[config.mk]
export PLATFORM = sky130hd
export DESIGN_NAME = tsw_ctrl
export DESIGN_NICKNAME = d
export VERILOG_FILES = /design/src/rtl/tsw_pkg.sv /design/src/rtl/tsw_desc_check.sv /design/src/rtl/tsw_flag_regs.sv /design/src/rtl/tsw_ctrl.sv
export SDC_FILE = /design/constraint.sdc
export NUM_CORES = 1
export LEC_CHECK = 0
export BUFFER_PORTS_ARGS = -buffer_cell sky130_fd_sc_hd__buf_2
export CAP_MARGIN = 30
export CORE_MARGIN = 4
export CORE_UTILIZATION = 48
export DETAILED_ROUTE_END_ITERATION = 6
export PLACE_DENSITY = 0.91
export SETUP_SLACK_MARGIN = 0.5
export SLEW_MARGIN = 20
export SYNTH_ARGS = -nofsm -noshare
export SYNTH_HDL_FRONTEND = slang
export SYNTH_SLANG_ARGS = --single-unit
[constraint.sdc]
create_clock -name clk -period 2.8 [get_ports clk]
set_input_delay 0.56 -clock clk [delete_from_list [all_inputs] [get_ports clk]]
set_output_delay 0.56 -clock clk [all_outputs]
set_load 0.01 [all_outputs]
[src/rtl/tsw_pkg.sv]
package tsw_pkg;

    typedef enum logic [1:0] {
        KIND_JMP  = 2'd0,
        KIND_CALL = 2'd1,
        KIND_INT  = 2'd2,
        KIND_IRET = 2'd3
    } sw_kind_e;

    typedef enum logic [2:0] {
        ST_IDLE,
        ST_READ_DESC,
        ST_CHECK,
        ST_SAVE_WAIT,
        ST_MARK,
        ST_UPDATE_FLAGS,
        ST_DONE
    } sw_state_e;

    localparam logic [3:0] TY32_FREE = 4'h9;
    localparam logic [3:0] TY32_BUSY = 4'hB;
    localparam logic [3:0] TY16_FREE = 4'h1;
    localparam logic [3:0] TY16_BUSY = 4'h3;

    localparam logic [7:0] VEC_NONE   = 8'd0;
    localparam logic [7:0] VEC_BADTSS = 8'd10;
    localparam logic [7:0] VEC_GP     = 8'd13;

    function automatic logic kind_links(sw_kind_e k);
        return (k == KIND_CALL) || (k == KIND_INT);
    endfunction

    function automatic logic [3:0] free_code(logic is32);
        return is32 ? TY32_FREE : TY16_FREE;
    endfunction

    function automatic logic [3:0] busy_code(logic is32);
        return is32 ? TY32_BUSY : TY16_BUSY;
    endfunction

endpackage

[src/rtl/tsw_desc_check.sv]
module tsw_desc_check
    import tsw_pkg::*;
#(
    parameter int              LIM_W = 20,
    parameter logic [LIM_W-1:0] MIN32 = 'h64,
    parameter logic [LIM_W-1:0] MIN16 = 'h2B
) (
    input  sw_kind_e         kind,
    input  logic [3:0]       dtype,
    input  logic [LIM_W-1:0] dlimit,
    output logic             is32,
    output logic             pass,
    output logic [7:0]       vec
);

    logic avail32, busy32, avail16, busy16;
    logic known, is_busy, want_busy, lim_ok;

    always_comb begin
        avail32   = (dtype == TY32_FREE);
        busy32    = (dtype == TY32_BUSY);
        avail16   = (dtype == TY16_FREE);
        busy16    = (dtype == TY16_BUSY);
        known     = avail32 | busy32 | avail16 | busy16;
        is32      = avail32 | busy32;
        is_busy   = busy32 | busy16;
        want_busy = (kind == KIND_IRET);
        lim_ok    = is32 ? (dlimit > MIN32) : (dlimit > MIN16);

        if (!known || (is_busy != want_busy)) begin
            vec = VEC_GP;
        end else if (!lim_ok) begin
            vec = VEC_BADTSS;
        end else begin
            vec = VEC_NONE;
        end
        pass = (vec == VEC_NONE);
    end

endmodule

[src/rtl/tsw_flag_regs.sv]
module tsw_flag_regs #(
    parameter int NEST_DEPTH = 4
) (
    input  logic clk,
    input  logic rst_n,
    input  logic sw_load,
    input  logic sw_nt,
    input  logic ts_clear,
    input  logic int_enter,
    input  logic int_exit,
    input  logic fpu_use,
    output logic nt,
    output logic ts,
    output logic dev_na
);

    localparam int DW = $clog2(NEST_DEPTH + 1);

    logic [NEST_DEPTH-1:0] stk_q;
    logic [DW-1:0]         depth_q;
    logic                  nt_q, ts_q;
    logic                  do_push, do_pop;

    assign do_push = int_enter && !sw_load;
    assign do_pop  = int_exit && !int_enter && !sw_load && (depth_q != '0);

    always_ff @(posedge clk or negedge rst_n) begin
        if (!rst_n) begin
            nt_q    <= 1'b0;
            depth_q <= '0;
        end else if (sw_load) begin
            nt_q <= sw_nt;
        end else if (do_push) begin
            nt_q <= 1'b0;
            if (depth_q != DW'(NEST_DEPTH)) begin
                depth_q <= depth_q + 1'b1;
            end
        end else if (do_pop) begin
            nt_q    <= stk_q[0];
            depth_q <= depth_q - 1'b1;
        end
    end

    for (genvar g = 0; g < NEST_DEPTH; g++) begin : g_stk
        always_ff @(posedge clk or negedge rst_n) begin
            if (!rst_n) begin
                stk_q[g] <= 1'b0;
            end else if (do_push) begin
                if (g == 0) begin
                    stk_q[g] <= nt_q;
                end else begin
                    stk_q[g] <= stk_q[(g == 0) ? 0 : g-1];
                end
            end else if (do_pop) begin
                if (g == NEST_DEPTH-1) begin
                    stk_q[g] <= 1'b0;
                end else begin
                    stk_q[g] <= stk_q[(g == NEST_DEPTH-1) ? g : g+1];
                end
            end
        end
    end

    always_ff @(posedge clk or negedge rst_n) begin
        if (!rst_n) begin
            ts_q <= 1'b0;
        end else if (sw_load) begin
            ts_q <= 1'b1;
        end else if (ts_clear) begin
            ts_q <= 1'b0;
        end
    end

    assign nt     = nt_q;
    assign ts     = ts_q;
    assign dev_na = fpu_use && ts_q;

endmodule

[src/rtl/tsw_ctrl.sv]
module tsw_ctrl
    import tsw_pkg::*;
#(
    parameter int               SEL_W      = 16,
    parameter int               LIM_W      = 20,
    parameter int               NEST_DEPTH = 4,
    parameter logic [SEL_W-1:0] RESET_SEL  = 'd1,
    parameter logic             RESET_IS32 = 1'b1,
    parameter logic [LIM_W-1:0] MIN32      = 'h64,
    parameter logic [LIM_W-1:0] MIN16      = 'h2B
) (
    input  logic             clk,
    input  logic             rst_n,
    input  logic             req_valid,
    output logic             req_ready,
    input  logic [1:0]       req_kind,
    input  logic [SEL_W-1:0] req_sel,
    input  logic [SEL_W-1:0] cur_link,
    output logic             desc_rd,
    output logic [SEL_W-1:0] desc_rd_sel,
    input  logic             desc_rd_valid,
    input  logic [3:0]       desc_rd_type,
    input  logic [LIM_W-1:0] desc_rd_limit,
    output logic             desc_wr,
    output logic [SEL_W-1:0] desc_wr_sel,
    output logic [3:0]       desc_wr_type,
    output logic             ctx_start,
    input  logic             ctx_done,
    input  logic             ctx_trap,
    input  logic             ctx_nt,
    output logic             link_wr,
    output logic [SEL_W-1:0] link_sel,
    output logic [SEL_W-1:0] link_data,
    input  logic             int_enter,
    input  logic             int_exit,
    input  logic             fpu_use,
    input  logic             ts_clear,
    output logic             nt_flag,
    output logic             ts_flag,
    output logic             dev_na,
    output logic [SEL_W-1:0] cur_task,
    output logic             sw_done,
    output logic             sw_fault,
    output logic [7:0]       fault_vec,
    output logic             dbg_trap
);

    sw_state_e        state_q, state_d;
    sw_kind_e         kind_q;
    logic [SEL_W-1:0] tgt_q, tr_q;
    logic             tr32_q;
    logic [3:0]       dtype_q;
    logic [LIM_W-1:0] dlim_q;
    logic             trap_q, ctxnt_q, phase_q;

    logic             chk_is32, chk_pass;
    logic [7:0]       chk_vec;
    logic             release_out;
    logic             flag_load, flag_nt;
    logic             accept, noop_ret;

    tsw_desc_check #(
        .LIM_W (LIM_W),
        .MIN32 (MIN32),
        .MIN16 (MIN16)
    ) chk_u (
        .kind   (kind_q),
        .dtype  (dtype_q),
        .dlimit (dlim_q),
        .is32   (chk_is32),
        .pass   (chk_pass),
        .vec    (chk_vec)
    );

    tsw_flag_regs #(
        .NEST_DEPTH (NEST_DEPTH)
    ) flags_u (
        .clk       (clk),
        .rst_n     (rst_n),
        .sw_load   (flag_load),
        .sw_nt     (flag_nt),
        .ts_clear  (ts_clear),
        .int_enter (int_enter),
        .int_exit  (int_exit),
        .fpu_use   (fpu_use),
        .nt        (nt_flag),
        .ts        (ts_flag),
        .dev_na    (dev_na)
    );

    assign release_out = (kind_q == KIND_JMP) || (kind_q == KIND_IRET);
    assign accept      = (state_q == ST_IDLE) && req_valid;
    assign noop_ret    = (sw_kind_e'(req_kind) == KIND_IRET) && !nt_flag;

    // next-state logic
    always_comb begin
        state_d = state_q;
        unique case (state_q)
            ST_IDLE:         if (req_valid) state_d = noop_ret ? ST_DONE : ST_READ_DESC;
            ST_READ_DESC:    if (desc_rd_valid) state_d = ST_CHECK;
            ST_CHECK:        state_d = chk_pass ? ST_SAVE_WAIT : ST_IDLE;
            ST_SAVE_WAIT:    if (ctx_done) state_d = ST_MARK;
            ST_MARK:         state_d = (!phase_q && release_out) ? ST_MARK : ST_UPDATE_FLAGS;
            ST_UPDATE_FLAGS: state_d = ST_DONE;
            ST_DONE:         state_d = ST_IDLE;
            default:         state_d = ST_IDLE;
        endcase
    end

    // state register
    always_ff @(posedge clk or negedge rst_n) begin
        if (!rst_n) state_q <= ST_IDLE;
        else        state_q <= state_d;
    end

    // request, descriptor and context capture
    always_ff @(posedge clk or negedge rst_n) begin
        if (!rst_n) begin
            kind_q  <= KIND_JMP;
            tgt_q   <= '0;
            dtype_q <= '0;
            dlim_q  <= '0;
            trap_q  <= 1'b0;
            ctxnt_q <= 1'b0;
            phase_q <= 1'b0;
            tr_q    <= RESET_SEL;
            tr32_q  <= RESET_IS32;
        end else begin
            if (accept) begin
                kind_q  <= sw_kind_e'(req_kind);
                tgt_q   <= (sw_kind_e'(req_kind) == KIND_IRET) ? cur_link : req_sel;
                trap_q  <= 1'b0;
                phase_q <= 1'b0;
            end
            if ((state_q == ST_READ_DESC) && desc_rd_valid) begin
                dtype_q <= desc_rd_type;
                dlim_q  <= desc_rd_limit;
            end
            if ((state_q == ST_SAVE_WAIT) && ctx_done) begin
                trap_q  <= ctx_trap;
                ctxnt_q <= ctx_nt;
            end
            if (state_q == ST_MARK) begin
                phase_q <= 1'b1;
            end
            if (state_q == ST_UPDATE_FLAGS) begin
                tr_q   <= tgt_q;
                tr32_q <= chk_is32;
            end
        end
    end

    // outputs
    always_comb begin
        req_ready    = 1'b0;
        desc_rd      = 1'b0;
        desc_wr      = 1'b0;
        desc_wr_sel  = tgt_q;
        desc_wr_type = busy_code(chk_is32);
        ctx_start    = 1'b0;
        link_wr      = 1'b0;
        flag_load    = 1'b0;
        flag_nt      = 1'b0;
        sw_done      = 1'b0;
        sw_fault     = 1'b0;
        fault_vec    = VEC_NONE;
        dbg_trap     = 1'b0;
        unique case (state_q)
            ST_IDLE:      req_ready = 1'b1;
            ST_READ_DESC: desc_rd = 1'b1;
            ST_CHECK: begin
                sw_fault  = !chk_pass;
                fault_vec = chk_vec;
            end
            ST_SAVE_WAIT: ctx_start = 1'b1;
            ST_MARK: begin
                desc_wr = 1'b1;
                if (phase_q) begin
                    desc_wr_sel  = tr_q;
                    desc_wr_type = free_code(tr32_q);
                end
            end
            ST_UPDATE_FLAGS: begin
                link_wr   = kind_links(kind_q);
                flag_load = 1'b1;
                flag_nt   = kind_links(kind_q) ? 1'b1 : ctxnt_q;
            end
            ST_DONE: begin
                sw_done  = 1'b1;
                dbg_trap = trap_q;
            end
            default: ;
        endcase
    end

    assign desc_rd_sel = tgt_q;
    assign link_sel    = tgt_q;
    assign link_data   = tr_q;
    assign cur_task    = tr_q;

endmodule

# [Word-level counts from Yosys, hierarchy flattened]
# Cells that the tools add are included.
[word_totals] ramBits=0 memories=0 latchBits=0 regBits=74 out_inout_bits=103 rom_bits=0 wordCells=124
[classes] mul=0 order_cmp=2 n_mux=48 n_shift=0 bitwise_logic=5 addsub=2 n_reduce_logical=30 div=0 n_eq_ne=20
[ops] op="16-bit 2-to-1 mux" count=3
[ops] op="1-bit 2-to-1 mux" count=29
[ops] op="3-bit 2-to-1 mux" count=7
[ops] op="20-bit by 6-bit > comparator with 1-bit output, second input constant" count=1
[ops] op="20-bit by 7-bit > comparator with 1-bit output, second input constant" count=1
[ops] op="4-bit 2-to-1 mux" count=5
[ops] op="3-bit case mux with 6 select lines" count=1
[ops] op="8-bit 2-to-1 mux" count=2
[ops] op="1-bit logical AND" count=10
[ops] op="3-bit equality test, second input constant" count=3
[ops] op="4-bit equality test, second input constant" count=2
[ops] op="8-bit logical NOT" count=1
[ops] op="2-bit inequality test, second input constant" count=4
[ops] op="2-bit nonzero test" count=4
[ops] op="2-bit equality test, second input constant" count=3
[ops] op="3-bit by 2-bit equality test with 1-bit output, second input constant" count=2
[ops] op="1-bit logical NOT" count=6
[ops] op="3-bit AND reduction" count=2
[ops] op="3-bit nonzero test" count=2
[ops] op="4-bit by 1-bit equality test with 1-bit output, second input constant" count=1
[ops] op="4-bit by 2-bit equality test with 1-bit output, second input constant" count=1
[ops] op="1-bit bitwise OR" count=4
[ops] op="3-bit by 1-bit adder with 3-bit output, second input constant" count=1
[ops] op="3-bit by 1-bit equality test with 1-bit output, second input constant" count=1
[ops] op="other kinds (9)" count=11

# [Depth between registers and ports, before layout]
# Gate-level depths: netlist of the first run.
[logic_depth] word_depth=10 depth_mapped=9

# [Hierarchy]
# Synthesis of the first run repeated with hierarchy kept, for this count alone.
[unflattened] hier_cells=427 area_unflattened_um2=3976.3
[by_module_without_submodules] mod="tsw_ctrl" area_each_um2=3329.4 cells_per_inst=351 seq_area_each_um2=1629.1 n_inst=1
[by_module_without_submodules] mod="tsw_flag_regs" area_each_um2=475.5 cells_per_inst=49 seq_area_each_um2=225.2 n_inst=1
[by_module_without_submodules] mod="tsw_desc_check" area_each_um2=171.4 cells_per_inst=27 seq_area_each_um2=0.0 n_inst=1

# [Least setup slack after synthesis of the first run]
# OpenSTA, ideal clock, no wires.
[synth_path] path_kind="reg2out" startpoint="register dlim_q[19]" endpoint="output port fault_vec[3]" path_buffers=1 required_ns=2.240 stages_incl_launch_ff=6 setup_slack_ns=0.559 arrival_time_ns=1.681 path_cell_list="dfrtp_1 -> nor4_2 -> nand4_1 -> or3_2 -> a21oi_1 -> buf_4"
[synth_between] elab_chain_len=5
[synth_lines] item="start: declaration" line="tsw_ctrl.sv:53" source="logic [LIM_W-1:0] dlim_q;"
[synth_lines] item="start signal: assignment" line="tsw_ctrl.sv:137" source="dlim_q <= desc_rd_limit;"
[synth_lines] item="20-bit by 6-bit > comparator with 1-bit output or 20-bit by 7-bit > comparator with 1-bit output (tied branches)" line="tsw_desc_check.sv:28" source="lim_ok = is32 ? (dlimit > MIN32) : (dlimit > MIN16);"
[synth_lines] item="1-bit 2-to-1 mux (*)" line="tsw_desc_check.sv:28"
[synth_lines] item="4-bit 2-to-1 mux (*)" line="tsw_desc_check.sv:32" source="end else if (!lim_ok) begin"
[synth_lines] item="8-bit 2-to-1 mux (*)" line="tsw_desc_check.sv:30" source="if (!known || (is_busy != want_busy)) begin"
[synth_lines] item="8-bit 2-to-1 mux (*)" line="tsw_ctrl.sv:168" source="unique case (state_q)"
[synth_lines] item="end: declaration" line="tsw_ctrl.sv:44" source="output logic [7:0] fault_vec,"
# Mark *: on every way between the ends. The rest lies on a longest branch, timed or not.

# [Worst setup path in the final report of the first run]
[layout_path] startpoint="register state_q[1]" endpoint="output port desc_wr_sel[5]"
[layout_between] elab_chain_len=2
[layout_lines] item="start: declaration" line="tsw_ctrl.sv:48" source="sw_state_e state_q, state_d;"
[layout_lines] item="start signal: assignment" line="tsw_ctrl.sv:113" source="else state_q <= state_d;"
[layout_lines] item="3-bit equality test" line="tsw_ctrl.sv:168"
[layout_lines] item="16-bit 2-to-1 mux" line="tsw_ctrl.sv:168"
[layout_lines] item="end: declaration" line="tsw_ctrl.sv:25" source="output logic [SEL_W-1:0] desc_wr_sel,"
# No other way between the ends.

==> run metrics, run 1 <==
sequential-to-total area share from yosys stat=46.7%; power consumption=0.00567 W; RSZ-0062 raised after global routing=yes; global router's overall resource usage=19.3%; leading cell types by total area after synthesis=sky130_fd_sc_hd__dfrtp_1 45%, sky130_fd_sc_hd__mux2_2 12%, sky130_fd_sc_hd__buf_4 7.8%, sky130_fd_sc_hd__mux2i_1 5.3%, sky130_fd_sc_hd__mux2_4 3.8%; Total Negative Setup Slacks=0 ns; number of enable-type register cells in the synthesized netlist=0; vias in the first global route=3181; synthesized area=3970 um2; total of flip-flops plus latches after synthesis=74; share of layout cells above drive strength 1=55.0%; worst-case setup margin in the final layout=0.410 ns; layout net count=568; Reg-to-Reg Start=state_q[1]; post-synth top area share=45.4%; leading post-synthesis cells by instance count=72 x sky130_fd_sc_hd__dfrtp_1, 42 x sky130_fd_sc_hd__mux2_2, 41 x sky130_fd_sc_hd__buf_4; count leader, synth=sky130_fd_sc_hd__dfrtp_1; total of max-cap violations=0; Diodes inserted=0; syn avg cell area=11.3 um2; VDD IR max=0.000521 V; number of buffers added by the clock tree synthesis step=9; arrival time at the worst endpoint=1.83 ns; final setup violating endpoints=0; hold buffer count at CTS=0; clock slew at reported path FFs=0.08 ns; Peak Freq=418 MHz; floorplan row count=32; Clock Path Buffers=2; worst clock skew=0.0106 ns; synthesis-to-finish area growth=26.8%; Worst EP required=2.24 ns; count of buffers from port buffering=165; die outline height=98.9 um; Power per Cell Area=1130 nW/um2; Setup crit end=desc_wr_sel[5]; max-slew violation count=0; per-cell routed wire length=16.3 um; worst reg2reg path endpoint=flags_u.depth_q[2]; cell leakage power=2.66 nW; Die Wd=98.9 um; library cells used by synthesis=50; total number of vias=3103; type of the worst min-delay path=in2async; Final period util=85.4%; starting utilization of the core area=50.3%; worst setup path startpoint=state_q[1]; CTS tree=yes; number of clock sinks seen by CTS=74; sum of overflow across all layers after global routing=0; clock insertion delay at the later pin of the skew report=0.34 ns; highest net fanout along the worst path=9; number of placed I/O pins=172; min cycle time layout=2.39 ns; synth warn=0; total DRC errors in the routed layout=0; most frequently used flop master after synthesis=sky130_fd_sc_hd__dfrtp_1; antenna violations before repair=0; type of destination of the critical path=output port; startpoint class of the critical path=register; die area=9790 um2; count of routing violations after the opening detailed-route iteration=72; run status=completed; final-report hold violation count=0; root buf cell=sky130_fd_sc_hd__clkbuf_8; estimated wirelength of the detail-placed design=7070 um; depth of the most critical reg-to-reg path=9; startpoint-to-endpoint class of the critical path=reg2out; Worst Setup Slack post-DPL=0.527 ns; worst setup slack for register-to-register paths=0.68 ns; share of async-settable or async-resettable flops after synthesis=100%; maximum number of pins on one net before global-route repair=75; cell type with the largest total area after synthesis=sky130_fd_sc_hd__dfrtp_1; number of vias per cell=5.14; H-tree levels=3; routability congestion estimate=0.772; global-route wire length before repair=15200 um; Antenna Nets Post-Route=0; Pre-Repair DR Iteration Count=4; core region area=7890 um2; number of instances in the synthesized netlist=350; total wire length after detailed routing=9850 um
[stage by stage]
step / hold slack [ns] / utilization [%] / cells / area [um2]
after floorplan: 0.264 / - / 354 / 3990
after global placement: 0.466 / 58.0 / 572 / 4580
after detailed placement: 0.470 / 58.0 / 572 / 4580
after CTS: 0.387 / 62.6 / 597 / 4940
after global routing: 0.191 / 63.8 / 604 / 5030
final: 0.167 / 63.8 / 604 / 5030
[registers in the layout, indices dropped and copies added, names as in the netlist, 2 cells and up]
register and cells:
dlim_q 20, cur_task 16, desc_rd_sel 16, dtype_q 4
flags_u.stk_q 4, flags_u.depth_q 3, state_q 3, kind_q 2
[placed cells by master, fill, tap and decap left out, drive strengths merged, types with 3 or more instances in the layout]
cell	instances
a21oi	6
a32o	3
and2	6
buf	187
bufinv	3
clkbuf	10
clkinv	4
conb	6
dfrtp	72
inv	5
mux2	57
mux2i	21
nand2	37
nand2b	4
nand3b	4
nor2	10
nor2b	4
nor3	5
o21ai	26
[critical path: stages (launching register included)]
cell,delay [ns]
sky130_fd_sc_hd__dfrtp_1,0.38
sky130_fd_sc_hd__buf_6,0.13
sky130_fd_sc_hd__nor3b_4,0.18
sky130_fd_sc_hd__and2_4,0.19
sky130_fd_sc_hd__buf_8,0.14
sky130_fd_sc_hd__mux2_2,0.34
sky130_fd_sc_hd__buf_2,0.14
[what timing repair did]
item	CTS	global route
pin swaps	7	1
gates cloned	0	1
endpoints found under the setup margin	21	20
setup buffers	9	5
endpoints found under the hold margin	0	0
resized for setup	15	4
[how the worst min path moves through the flow]
stage	from	to	slack, ns
2_1_floorplan	rst_n	ctxnt_q	0.26
3_3_place_gp	flags_u.stk_q[3]	flags_u.stk_q[3]	0.47
3_5_place_dp	kind_q[1]	kind_q[1]	0.47
4_1_cts	rst_n	dlim_q[6]	0.39
5_1_grt	rst_n	dlim_q[6]	0.19
6_report	rst_n	dlim_q[6]	0.17
[cell type report]
type,count,area [um2]
Inverter,5,18.8
Sequential cell,74,1860
Multi-Input combinational cell,219,1730
Timing Repair Buffer,188,1060
Clock inverter,7,118
Fill cell,608,2850
Clock buffer,9,124
Tap cell,102,128
[cell families (layout without fill, tap and decap cells)]
family                   after synthesis  in the layout  share of synthesized area (%)
AO/OA/AOI/OAI                         48             48                           7.47
multiplexers                          78             78                           22.4
XOR/XNOR                               1              1                          0.221
flip-flops                            74             74                           46.7
AND/OR/NAND/NOR                       84             84                           11.3
other                                  2              6                          0.189
adder cells (fa/ha/maj)                2              2                          0.819
buffers and inverters                 61            209                           10.9
[routing by layer]
| metal | up-vias | global-route usage [%] | wire length, um | share of wire [%] |
|---|---|---|---|---|
| met5 | - | 0 | 0 | 0 |
| met2 | 133 | 35.7 | 5280 | 54 |
| li1 | 1463 | - | - | - |
| met4 | 0 | 6.51 | 160 | 1.6 |
| met1 | 1492 | 21.2 | 3670 | 37 |
| met3 | 15 | 4.88 | 737 | 7.5 |
[report_power, final]
part	internal, W	switching, W
logic	0.00136	0.00128
registers	0.00159	0.000455
clock network	0.000592	0.000399
total	0.00354	0.00213
No activity file was read; power rests on OpenSTA's default activity.
==> run 2: changes to the inputs <==
==> constraint.sdc (replaced) <==
create_clock -name clk -period 2.8 [get_ports clk]
set_input_delay 0.28 -clock clk [delete_from_list [all_inputs] [get_ports clk]]
set_output_delay 0.28 -clock clk [all_outputs]
set_load 0.01 [all_outputs]
==> run 2 against run 1 <==
Critical endpoint is now desc_wr_sel[12]. Global-route usage grew 0.089 points. Power fell by 4.8%. Maximum frequency grew 8.2%. Sequential share of layout area increased by 1.1 points. Die area stayed put. Critical path depth down 1. Via count about the same. Final cell count decreased by 1.2%. Critical path type unchanged. Utilization fell by 1.7 points. Count of clock-buffer cells in the layout did not move.
==> run metrics, run 2 (synthesized netlist as in run 1, its figures left out) <==
antenna violations before repair=0; global router's overall resource usage=19.3%; final-report hold violation count=0; hold path startpoint=ts_clear; dominant delay contributor by cell family on the critical path=flip-flops; die area=9790 um2; Pre-Repair DR Iteration Count=4; share of layout cells above drive strength 1=53.5%; P_sw=0.00212 W; root buf cell=sky130_fd_sc_hd__clkbuf_8; top library cells by usage in the layout, fill and taps aside=164 x sky130_fd_sc_hd__buf_2, 69 x sky130_fd_sc_hd__dfrtp_1, 42 x sky130_fd_sc_hd__mux2_2; Peak Freq=453 MHz; Sw Share=39.2%; startpoint-to-endpoint class of the critical path=reg2out; max-slew violation count=0; synthesis-to-finish area growth=23.4%; Power per Cell Area=1100 nW/um2; capture endpoint of the worst hold path=flags_u.ts; Die Wd=98.9 um; total of max-cap violations=0; most common library cell in the layout ignoring fill and taps=sky130_fd_sc_hd__buf_2; number of vias per cell=5.20; vias in the first global route=3173; delay contributed by the slowest stage of the critical path=0.46 ns; largest register by flop count=dlim_q; number of buffers added by the clock tree synthesis step=9; RSZ-0062 raised after global routing=no; starting utilization of the core area=50.3%; per-cell routed wire length=16.1 um; area of all placed cells without fillers=4900 um2; total DRC errors in the routed layout=0; worst reg2reg path endpoint=state_q[0]; Total Negative Setup Slacks=0 ns; number of flip-flops under the largest register name=20; Buffers & Inverters on Critical Path=2; estimated wirelength of the detail-placed design=7130 um; number of placed I/O pins=172; Antenna Nets Post-Route=0; slowest stage cell, crit path=sky130_fd_sc_hd__dfrtp_2; worst setup slack for register-to-register paths=0.81 ns; busiest layer in global routing=met2; clock insertion delay at the later pin of the skew report=0.34 ns; Comb power frac=46.6%; floorplan row count=32; layout net count=561; internal cell power=0.00329 W; Clock Path Buffers=2; register share of total power=38.5%; met2 Track Usage GR=34.3%; core region area=7890 um2; VDD IR max=0.000545 V; count of buffers from port buffering=165; arrival time at the worst endpoint=1.93 ns; clock slew at reported path FFs=0.08 ns; type of the worst min-delay path=in2reg; Final period util=78.9%; sum of overflow across all layers after global routing=0; highest net fanout along the worst path=19; run status=completed; fraction of met1 tracks used by global routing=22.4%; cell leakage power=2.57 nW; die outline height=98.9 um; depth of the most critical reg-to-reg path=6; total wire length after detailed routing=9630 um; instance area after placement=4560 um2; Reg-to-Reg Start=dlim_q[18]; global-route wire length before repair=15300 um; Critical Path, Cell by Cell=nor3b_4, and2_1, buf_12, mux2_2, buf_2; startpoint class of the critical path=register; CTS tree=yes; clock network fraction of total power=14.9%; maximum number of pins on one net before global-route repair=75; H-tree levels=3; final setup violating endpoints=0; met3 GRT Util=4.25%; number of clock sinks seen by CTS=74; Diodes inserted=0; routability congestion estimate=0.847; number of instances on the worst hold path=2; min cycle time layout=2.21 ns; type of destination of the critical path=output port; worst clock skew=0.0107 ns; total number of vias=3104; Worst EP required=2.52 ns; count of routing violations after the opening detailed-route iteration=87
[run 2: cell count changes in the layout (fill, tap and decap cells not counted), sizes merged]
cell,change
bufinv,-2
clkinv,-2
buf,-7
clkbuf,-1
clkinvlp,+4
dlygate4sd3,+1
[run 2: what timing repair did]
action	in CTS	in global routing
resized for setup	8	2
hold buffers	0	1
buffers inserted	4	5
endpoints found under the hold margin	0	13
setup endpoints to repair	20	19
pin swaps	1	2
[run 2: layout make-up]
type	instances	area, um2
fillers	670	2990
flip-flops and latches	74	1860
multi-input cells	219	1720
repair buffers	181	983
well taps	102	128
clock buffers	9	124
clock inverters	7	70.1
inverters	5	18.8
[run 2: metrics by stage]
step	total power (W)	cells	setup slack, ns	utilization [%]	hold WS, ns
after global placement	0.00438	570	0.805	57.9	0.459
after floorplan	0.00385	354	0.777	-	-0.0156
final	0.00540	597	0.591	62.1	0.123
after global routing	0.00579	597	0.514	62.1	0.136
after CTS	0.00540	590	0.523	61.0	0.0977
after detailed placement	0.00453	570	0.710	57.9	0.472
[run 2: metal layers]
metal  vias to the layer above  part of all wire (%)
li1                       1450                     -
met3                        23                   7.1
met2                       122                    53
met4                         0                   2.3
met1                      1509                    38
met5                         -                     0
[run 2: power by group through the flow]
stage	registers [W]	logic (W)	clock network, W
3_5_place_dp	0.00210	0.00243	0
5_1_grt	0.00216	0.00276	0.000882
6_report	0.00208	0.00252	0.000805
3_3_place_gp	0.00205	0.00233	0
4_1_cts	0.00209	0.00248	0.000831
2_1_floorplan	0.00206	0.00179	0
[run 2: worst max path at each step]
stage / startpoint / endpoint / slack (ns) / depth (start not counted)
finish: state_q[1] / desc_wr_sel[12] / 0.59 / 5
global route: state_q[1] / desc_wr_sel[12] / 0.51 / 5
CTS: state_q[2] / desc_wr_sel[12] / 0.52 / 5
detailed placement: state_q[2] / desc_wr_sel[12] / 0.71 / 5
global placement: state_q[2] / desc_wr_sel[11] / 0.80 / 5
floorplan: state_q[1] / flags_u.depth_q[2] / 0.78 / 9
[run 2: worst register-to-register path, stage by stage, from the launching register on]
cell	delay (ns)
sky130_fd_sc_hd__dfrtp_1	0.40
sky130_fd_sc_hd__nor4_2	0.28
sky130_fd_sc_hd__nand4_1	0.16
sky130_fd_sc_hd__buf_4	0.16
sky130_fd_sc_hd__buf_4	0.12
sky130_fd_sc_hd__or4_1	0.49
sky130_fd_sc_hd__a32o_1	0.27
==> run 3: changes to the inputs <==
--- a/config.mk
+++ b/config.mk
@@ -5,6 +5,7 @@
 export SDC_FILE = /design/constraint.sdc
 export NUM_CORES = 1
 export LEC_CHECK = 0
+export ABC_AREA = 1
 export BUFFER_PORTS_ARGS = -buffer_cell sky130_fd_sc_hd__buf_2
 export CAP_MARGIN = 30
 export CORE_MARGIN = 4
==> constraint.sdc (replaced) <==
create_clock -name clk -period 2.1 [get_ports clk]
set_input_delay 0.21 -clock clk [delete_from_list [all_inputs] [get_ports clk]]
set_output_delay 0.21 -clock clk [all_outputs]
set_load 0.01 [all_outputs]
==> run 3 against run 2 <==
Design area is 19% higher. Non-clock buffer count is 37 higher. Worst hold slack worse by 0.087 ns. Global-route usage is 1.7 points higher. Count of clock-buffer cells in the layout is 1 higher. Via count is 25% higher. Critical path type unchanged. Critical endpoint is now desc_wr_sel[10]. Largest cell class is now multi-input combinational cells. Area after synthesis is 0.76% lower.
==> run metrics, run 3 <==
cell count along the critical path=7; leading post-synthesis cells by instance count=101 x sky130_fd_sc_hd__nand2_1, 72 x sky130_fd_sc_hd__dfrtp_1, 60 x sky130_fd_sc_hd__nor2_1; Worst EP required=1.89 ns; run status=completed; most prevalent standard cell on the critical path=sky130_fd_sc_hd__nor2_4; clock slew at reported path FFs=0.08 ns; Min Hold Slack=0.0363 ns; top library cells by usage in the layout, fill and taps aside=158 x sky130_fd_sc_hd__buf_2, 90 x sky130_fd_sc_hd__nand2_1, 69 x sky130_fd_sc_hd__dfrtp_1; RSZ-0062 raised after global routing=yes; Final Non-Filler Cells=750; P_sw=0.00379 W; slowest stage cell, crit path=sky130_fd_sc_hd__dfrtp_2; final-report hold violation count=0; Clock Path Buffers=2; floorplan row count=32; Critical Path, Cell by Cell=nor2_4, nand2_2, nor2_4, buf_12, clkbuf_16, o21ai_2, buf_2; post-synth top area share=45.7%; number of enable-type register cells in the synthesized netlist=0; number of instances in the synthesized netlist=461; FILL cells=557; register share of total power=31.5%; number of vias per cell=5.18; Die Wd=98.6 um; leading cell types by total area after synthesis=sky130_fd_sc_hd__dfrtp_1 46%, sky130_fd_sc_hd__nand2_1 9.6%, sky130_fd_sc_hd__buf_4 7.6%, sky130_fd_sc_hd__mux2_4 6.1%, sky130_fd_sc_hd__nor2_1 5.7%; H-tree levels=3; number of clock sinks seen by CTS=74; highest net fanout along the worst path=7; CTS tree=yes; estimated wirelength of the detail-placed design=7500 um; Buffers & Inverters on Critical Path=3; total of max-cap violations=0; Sw Share=42.5%; number of instances on the worst hold path=2; type of the worst min-delay path=in2reg; count of routing violations after the opening detailed-route iteration=173; cell leakage power=3.08 nW; area of the multi-input gates=1910 um2; routability congestion estimate=0.934; min cycle time layout=1.96 ns; antenna violations before repair=0; area taken by flip-flops and latches=1860 um2; count of buffers from port buffering=165; clock insertion delay at the later pin of the skew report=0.35 ns; global-route wire length before repair=16700 um; total number of vias=3884; syn avg cell area=8.55 um2; starting utilization of the core area=50.2%; clock network fraction of total power=14.1%; die outline height=98.6 um; count leader, synth=sky130_fd_sc_hd__nand2_1; cell type with the largest total area after synthesis=sky130_fd_sc_hd__dfrtp_1; Final period util=93.4%; VDD IR max=0.000810 V; startpoint class of the critical path=register; worst-case setup margin in the final layout=0.138 ns; Power per Cell Area=1530 nW/um2; Pre-Repair DR Iteration Count=4; placed cell count=682; internal cell power=0.00514 W; Total Negative Setup Slacks=0 ns; arrival time at the worst endpoint=1.75 ns; largest register by flop count=dlim_q; synth warn=0; layout net count=714; Worst Setup Slack post-DPL=0.379 ns; Core Util, Final=74.2%; sequential-to-total area share from yosys stat=47.1%; number of buffers added by the clock tree synthesis step=9; worst clock skew=0.00775 ns; most common library cell in the layout ignoring fill and taps=sky130_fd_sc_hd__buf_2; share of layout cells above drive strength 1=52.6%; total wire length after detailed routing=12800 um; total of flip-flops plus latches after synthesis=74; most frequently used flop master after synthesis=sky130_fd_sc_hd__dfrtp_1; root buf cell=sky130_fd_sc_hd__clkbuf_8; number of flip-flops under the largest register name=20; final setup violating endpoints=0; Antenna Nets Post-Route=0; sum of overflow across all layers after global routing=0; startpoint-to-endpoint class of the critical path=reg2out; type of destination of the critical path=output port; depth of the most critical reg-to-reg path=12; total DRC errors in the routed layout=0; per-cell routed wire length=17.1 um; synthesized area=3940 um2; global router's overall resource usage=21.1%; Peak Freq=510 MHz; number of placed I/O pins=172; core region area=7850 um2; library cells used by synthesis=35; max-slew violation count=0; vias in the first global route=3521; maximum number of pins on one net before global-route repair=75; share of async-settable or async-resettable flops after synthesis=100%; Diodes inserted=0; die area=9720 um2; dominant delay contributor by cell family on the critical path=simple AND/OR/NAND/NOR gates; delay contributed by the slowest stage of the critical path=0.44 ns; synthesis-to-finish area growth=47.7%; Comb power frac=54.4%
-- run 3: worst register-to-register path, stage by stage (launching register included) --
cell and delay [ns]:
sky130_fd_sc_hd__dfrtp_2 0.45, sky130_fd_sc_hd__buf_6 0.14, sky130_fd_sc_hd__buf_6 0.13, sky130_fd_sc_hd__inv_6 0.06
sky130_fd_sc_hd__nor2_4 0.04, sky130_fd_sc_hd__nand2_4 0.09, sky130_fd_sc_hd__buf_6 0.10, sky130_fd_sc_hd__nand2_4 0.05
sky130_fd_sc_hd__fa_2 0.36, sky130_fd_sc_hd__nand2_2 0.08, sky130_fd_sc_hd__nand2_1 0.06, sky130_fd_sc_hd__o21ai_1 0.13
sky130_fd_sc_hd__nand2_1 0.07
-- run 3: timing repair --
item / 4_1_cts / 5_1_grt
buffers inserted: 20 / 21
pin swaps: 12 / 12
endpoints found under the hold margin: 0 / 31
cloned: 2 / 7
resized for setup: 45 / 110
hold buffers: 0 / 1
setup endpoints to repair: 52 / 82
-- run 3: layout make-up --
class	instances	share of cell area, %
clock buffer	10	2.36
clock inverter	6	1.55
inverter	51	4.00
multi-input combinational	289	32.8
sequential	74	31.9
tap	102	2.19
timing repair buffer	218	25.2
-- run 3: through the flow --
| stage | cell area (um2) | power (W) |
|---|---|---|
| after floorplan | 3960 | 0.00512 |
| after global placement | 4560 | 0.00591 |
| after detailed placement | 4560 | 0.00606 |
| after CTS | 5120 | 0.00778 |
| after global routing | 5820 | 0.00945 |
| final | 5820 | 0.00893 |
-- run 3: kinds of logic (layout without fill, tap and decap cells) --
logic type               count (synthesis)  count (layout)  share of synthesized area [%]
other                                    2               6                          0.191
AO/OA/AOI/OAI                           75              76                           11.4
buffers and inverters                  106             285                           15.0
multiplexers                            18              18                           6.67
flip-flops                              74              74                           47.1
AND/OR/NAND/NOR                        184             187                           18.8
adder cells (fa/ha/maj)                  2               2                          0.826
-- run 3: final timing paths --
| check | start | to | slack, ns |
|---|---|---|---|
| min in group asynchronous | rst_n | desc_rd_sel[9] | 0.36 |
| max reg2reg | state_q[0] | flags_u.depth_q[2] | 0.24 |
| min | ts_clear | flags_u.ts | 0.04 |
| max | state_q[1] | desc_wr_sel[10] | 0.14 |
| max in group asynchronous | rst_n | state_q[0] | 1.16 |
| min reg2reg | tr32_q | tr32_q | 0.50 |
-- run 3: power groups by stage --
stage               registers (W)  clock network, W  logic [W]
global placement          0.00271                 0    0.00320
detailed placement        0.00276                 0    0.00331
CTS                       0.00274           0.00126    0.00377
global route              0.00289           0.00134    0.00522
floorplan                 0.00275                 0    0.00237
finish                    0.00281           0.00126    0.00486
-- run 3: metal layers --
layer | share of wire [%] | up-vias | track usage [%]
met3 | 6.1 | 39 | 4.60
met4 | 3.5 | 0 | 6.72
li1 | - | 1796 | -
met1 | 36 | 1875 | 25.3
met2 | 55 | 174 | 37.6
met5 | 0 | - | 0
